<file path="src/rtl/ubr_pkg.sv">
package ubr_pkg;

  // Operating mode of one storage channel in a given cycle
  typedef enum logic [1:0] {
    MODE_PASS = 2'd0,  // latch enable high: store tracks input
    MODE_HOLD = 2'd1,  // latch enable low, no edge: keep value
    MODE_LOAD = 2'd2   // latch enable low, strobe edge: take input
  } ubr_mode_e;

  function automatic ubr_mode_e mode_of(input logic le, input logic rise);
    if (le)        return MODE_PASS;
    else if (rise) return MODE_LOAD;
    else           return MODE_HOLD;
  endfunction

endpackage

</file>
<file path="src/rtl/ubr_strobe_edge.sv">
module ubr_strobe_edge #(
  parameter int STAGES = 2
) (
  input  logic clk,
  input  logic rst,
  input  logic strobe_i,
  output logic rise_o
);
  localparam int TOP = STAGES - 1;

  logic [TOP:0] sync_q;
  logic         prev_q;

  // Synchroniser chain; the last stage feeds the edge detector
  always_ff @(posedge clk) begin
    if (rst) begin
      sync_q <= '0;
      prev_q <= 1'b0;
    end else begin
      sync_q <= {sync_q[TOP-1:0], strobe_i};
      prev_q <= sync_q[TOP];
    end
  end

  assign rise_o = sync_q[TOP] & ~prev_q;

  // A detected edge lasts exactly one cycle
  AST_RISE_SINGLE: assert property (@(posedge clk) disable iff (rst)
    rise_o |=> !rise_o);

endmodule

</file>
<file path="src/rtl/ubr_channel.sv">
module ubr_channel #(
  parameter int W             = 18,
  parameter int SYNC_STAGES   = 2,
  parameter bit OE_ACTIVE_LOW = 1'b0
) (
  input  logic         clk,
  input  logic         rst,
  input  logic [W-1:0] din,
  input  logic         le,
  input  logic         strobe,
  input  logic         oe,
  output logic [W-1:0] dout,
  output logic         drv
);
  import ubr_pkg::*;

  logic         strobe_rise;
  logic         oe_active;
  ubr_mode_e    mode;
  logic [W-1:0] store_q;
  logic [W-1:0] store_d;
  logic         drv_q;

  ubr_strobe_edge #(.STAGES(SYNC_STAGES)) u_edge (
    .clk      (clk),
    .rst      (rst),
    .strobe_i (strobe),
    .rise_o   (strobe_rise)
  );

  // Enable polarity is chosen per direction
  generate
    if (OE_ACTIVE_LOW) begin : g_oe_low
      assign oe_active = ~oe;
    end else begin : g_oe_high
      assign oe_active = oe;
    end
  endgenerate

  function automatic logic [W-1:0] next_store(input ubr_mode_e m,
                                              input logic [W-1:0] d,
                                              input logic [W-1:0] s);
    case (m)
      MODE_PASS, MODE_LOAD: return d;
      default:              return s;
    endcase
  endfunction

  function automatic logic [W-1:0] view(input logic l,
                                        input logic [W-1:0] d,
                                        input logic [W-1:0] s);
    return l ? d : s;
  endfunction

  assign mode    = mode_of(le, strobe_rise);
  assign store_d = next_store(mode, din, store_q);

  always_ff @(posedge clk) begin
    if (rst) begin
      store_q <= '0;
      drv_q   <= 1'b0;
    end else begin
      store_q <= store_d;
      drv_q   <= oe_active;
    end
  end

  assign dout = view(le, din, store_q);
  assign drv  = drv_q;

  AST_HOLD_STEADY: assert property (@(posedge clk) disable iff (rst)
    (!le && !strobe_rise) |=> $stable(store_q));

  AST_LOAD_EDGE: assert property (@(posedge clk) disable iff (rst)
    (!le && strobe_rise) |=> (store_q == $past(din)));

  AST_TRACK_OPEN: assert property (@(posedge clk) disable iff (rst)
    le |=> (store_q == $past(din)));

  AST_DRV_ON: assert property (@(posedge clk) disable iff (rst)
    oe_active |=> drv);

  AST_DRV_OFF: assert property (@(posedge clk) disable iff (rst)
    !oe_active |=> !drv);

  AST_RESET_CLEAR: assert property (@(posedge clk)
    rst |=> (store_q == '0 && !drv));

endmodule

</file>
<file path="src/rtl/ubr_top.sv">
module ubr_top #(
  parameter int W           = 18,
  parameter int SYNC_STAGES = 2
) (
  input  logic         clk,
  input  logic         rst,
  input  logic [W-1:0] a_in,
  input  logic [W-1:0] b_in,
  input  logic         le_ab,
  input  logic         strb_ab,
  input  logic         oe_ab,
  input  logic         le_ba,
  input  logic         strb_ba,
  input  logic         oe_ba_n,
  output logic [W-1:0] b_out,
  output logic         b_drv,
  output logic [W-1:0] a_out,
  output logic         a_drv,
  output logic         contention
);

  // A-to-B direction, enable active high
  ubr_channel #(.W(W), .SYNC_STAGES(SYNC_STAGES), .OE_ACTIVE_LOW(1'b0)) u_ab (
    .clk    (clk),
    .rst    (rst),
    .din    (a_in),
    .le     (le_ab),
    .strobe (strb_ab),
    .oe     (oe_ab),
    .dout   (b_out),
    .drv    (b_drv)
  );

  // B-to-A direction, enable active low
  ubr_channel #(.W(W), .SYNC_STAGES(SYNC_STAGES), .OE_ACTIVE_LOW(1'b1)) u_ba (
    .clk    (clk),
    .rst    (rst),
    .din    (b_in),
    .le     (le_ba),
    .strobe (strb_ba),
    .oe     (oe_ba_n),
    .dout   (a_out),
    .drv    (a_drv)
  );

  assign contention = a_drv & b_drv;

  AST_PASS_AB: assert property (@(posedge clk) disable iff (rst)
    le_ab |-> (b_out == a_in));

  AST_PASS_BA: assert property (@(posedge clk) disable iff (rst)
    le_ba |-> (a_out == b_in));

  AST_CONTENTION_SRC: assert property (@(posedge clk) disable iff (rst)
    contention |-> ($past(oe_ab) && !$past(oe_ba_n)));

endmodule

</file>
<file path="config.mk">
export PLATFORM = sky130hd
export DESIGN_NAME = ubr_top
export DESIGN_NICKNAME = d
export VERILOG_FILES = /design/src/rtl/ubr_pkg.sv /design/src/rtl/ubr_strobe_edge.sv /design/src/rtl/ubr_channel.sv /design/src/rtl/ubr_top.sv
export SDC_FILE = /design/constraint.sdc
export NUM_CORES = 1
export LEC_CHECK = 0
export BUFFER_PORTS_ARGS = -buffer_cell sky130_fd_sc_hd__buf_4
export CAP_MARGIN = 10
export CORE_MARGIN = 2
export CORE_UTILIZATION = 30
export CTS_BUF_LIST = sky130_fd_sc_hd__clkbuf_16
export DETAILED_ROUTE_END_ITERATION = 12
export MAX_ROUTING_LAYER = met4
export PLACE_DENSITY_LB_ADDON = 0.12
export SLEW_MARGIN = 10
export SYNTH_ARGS = -nofsm -noshare
export SYNTH_HDL_FRONTEND = slang
export SYNTH_HIERARCHICAL = 1
export SYNTH_SLANG_ARGS = --single-unit
</file>
<file path="constraint.sdc">
create_clock -name clk -period 3.3 [get_ports clk]
set_input_delay 0.33 -clock clk [delete_from_list [all_inputs] [get_ports clk]]
set_output_delay 0.33 -clock clk [all_outputs]
set_load 0.005 [all_outputs]
</file>
==> impl_summary.md <==
Logic synthesis
dfxtp_1 takes more of the synthesized area than any other cell. The post-synthesis cell area is 2170 sq um. The cell count after synthesis came out at 221. The synthesis-stage register bit count is 44. Sorting the synthesized cells by area gives the leading types as dfxtp_1 41%, mux2_2 19%, or3b_1 15%. The total number of yosys warnings is 6. Of the post-synthesis cell area, the dominant cell type holds 40.7%. The average instance area after synthesis is 9.80 sq um. The share of synthesized area occupied by flip-flops and latches is 40.7%. The number of distinct library cells after synthesis is 12. Counting every net in the synthesized netlist gives 265.

CTS
The clock passes through at most 2 buffers. The cell sitting at the root of the clock tree is a clkbuf_16. The clock tree synthesis step divided the H-tree into 2 levels.

The count of instances resized after the clock tree is built is 0. After clock tree synthesis, the clock-pin slew on the worst setup and hold paths is 0.06 ns. The count of buffers added by post-CTS timing repair for setup is 0. The insertion delay of the later-clocked pin in the worst-skew pair is 0.28 ns.

The CTS tree is yes. TritonCTS created 5 clock buffers. After clock tree synthesis, the flow added hold-fix buffers numbering 0.

Clock tree synthesis found a total of 44 sinks.

STA
Setup repair after global routing left no endpoint under its margin. The worst slew slack as a fraction of its limit is 27.7%. Setup total negative slack on the finished layout was measured at 0 ns.

The final count of hold timing violations is 0. For the pin with the worst max-slew slack, the measured transition is 1.08 ns. The total count of max-transition violations in the final report was 0. The maximum clock skew at final layout is 0.00658 ns. The highest attainable clock frequency is 619 MHz. The final setup violation count is 0. The post-route minimum period is 1.61 ns. Dividing the final minimum period by the clock period gives 48.9%.

Placed design
The total instance count after detailed placement is 377. The wire-length estimate of the detail-placed layout is 2.93 mm. The total of buffers placed on input and output ports is 82. The placer congestion estimate is 0.677.

Layout
The area used by sequential logic in the layout is 881 sq um. For this run, the number of standard cells in the final layout without fillers is 385. The number of nets in the layout is 332. Compared with the post-synthesis result, the final layout area differs by 34.1%. The fraction of the core area covered by cells at the end of the flow is 42.1%. Of the cells placed in the final design, the portion with a size suffix greater than 1 is 43.3%. The repair_antennas step left the layout with diodes totalling 0. The multi-input combinational cells in the finished layout cover a total of 1150 sq um. The filler cell count in the final layout is 719.

Global routing
The via count of the first global-routing pass is 1578. The global-route wire length before repair is 7.16 mm. The maximum number of pins on one net before global-route repair is 55. After global routing the overflow that remains totals 0. The global-route usage over all layers is 11.6%. The initial antenna violation count was 0.

Worst setup path
Data on the critical path arrives at its endpoint at 1.82 ns. The endpoint required time on the critical path is 3.50 ns. The setup path with the least slack is of type register to register. Of all nets on the critical path, the largest fanout is 36. The worst setup path is captured at a register. The worst setup path is launched from a register.

Flow run
The max-cap violation count is 0.

Floorplanning
The die area is 7910 sq um. The x dimension of the die is 89.0 microns. The I/O pin count is 83. The initial core utilization is 31.4%. The area of the core is 6910 sq um. The height of the chip is 89.0 microns.

The floorplan has 30 rows.

Min path
The worst min-delay path class is input port to register.

Route
The count of nets left with antenna violations once routing finished came out at 0. For this block, the initial DRC count from the detailed router was 37. The total routed wirelength is 4.61 mm. The DRC violation count after routing is 0.

The detailed-route vias per instance is 4.69. The overall via count from detail_route is 1804. Dividing the detail-routed wire length by the instance count gives 12.0 microns. The first-pass iteration count of the detailed router is 4.

Run status
The run finished with clean final reports.

Pwr
The static power due to leakage is 1.18 nW. The power per unit of standard cell area is 433 nW/um^2. The worst-case IR drop observed on VDD is 0.226 mV.
metrics by stage:
stage | setup slack, ns | hold WS (ns) | instance area, sq um | power, mW
2_1_floorplan | 1.98 | 0.402 | 2170 | 0.705
3_3_place_gp | 1.70 | 0.424 | 2770 | 0.810
3_5_place_dp | 1.66 | 0.429 | 2770 | 0.811
4_1_cts | 1.66 | 0.196 | 2910 | 1.28
5_1_grt | 1.42 | 0.199 | 2910 | 1.32
6_report | 1.69 | 0.203 | 2910 | 1.26
routing by layer:
metal	track usage, %	up-vias	part of all wire [%]
met5	-	-	0
met4	3.26	0	0.63
met3	2.59	2	5.8
met2	17.4	56	43
met1	15.8	815	51
li1	-	931	-
report_power, final:
| part | internal [mW] | total (mW) | switching (mW) | leakage (nW) |
|---|---|---|---|---|
| logic | 0.136 | 0.223 | 0.0877 | 0.745 |
| clock network | 0.272 | 0.460 | 0.187 | 0.0738 |
| registers | 0.562 | 0.574 | 0.0121 | 0.363 |
| total | 0.970 | 1.26 | 0.287 | 1.18 |
flip-flops by register name, indices dropped and copies added, names as in the netlist:
register / cells
u_ab/drv: 1
u_ab/store_q: 18
u_ab/u_edge/prev_q: 1
u_ab/u_edge/sync_q: 2
u_ba/drv: 1
u_ba/store_q: 18
u_ba/u_edge/prev_q: 1
u_ba/u_edge/sync_q: 2
worst max-delay path: stages, from the launching register on:
cell,delay (ns)
dfxtp_1,0.31
nor2b_2,0.85
o21ai_0,0.19
a21oi_1,0.18
placed cells by master (no fill, tap or decap), drive strengths merged:
master and count:
o21ai 36, and2 1, nor2b 9, inv 2, clkbuf 5, or3b 36, clkinv 1, a21oi 36
nor2 1, buf 82, dfxtp 44, mux2 36
Yosys cell counts:
| cell | instances |
|---|---|
| and2_1 | 1 |
| nor2_1 | 1 |
| nor2b_1 | 7 |
| dfxtp_1 | 44 |
| a21oi_1 | 36 |
| buf_2 | 4 |
| o21ai_0 | 36 |
| mux2_2 | 36 |
| clkbuf_1 | 12 |
| buf_6 | 6 |
| nor2b_2 | 2 |
| or3b_1 | 36 |
cells by family (layout without fill, tap and decap cells):
family,count (synthesis),in the layout,share of synthesized area [%]
simple gates,47,47,17.9
compound gates,72,72,16.6
mux,36,36,18.7
flops,44,44,40.7
buf+inv,22,90,6.12
worst paths after layout:
path	start	to	slack, ns	cells after the start
setup / recovery	u_ab/u_edge/sync_q[1]	u_ab/store_q[12]	1.69	3
hold / removal	oe_ba_n	u_ba/drv	0.20	2
setup reg to reg	u_ab/u_edge/sync_q[1]	u_ab/store_q[12]	1.69	3
hold reg to reg	u_ab/u_edge/sync_q[0]	u_ab/u_edge/sync_q[1]	0.44	1
final cells by class:
class	instances	area share, %
multi-input cells	155	39.7
clock inverters	3	0.388
clock buffers	5	4.31
well taps	96	4.13
repair buffers	82	21.2
flip-flops and latches	44	30.3
Note: power is estimated with default switching activity, not from simulation.
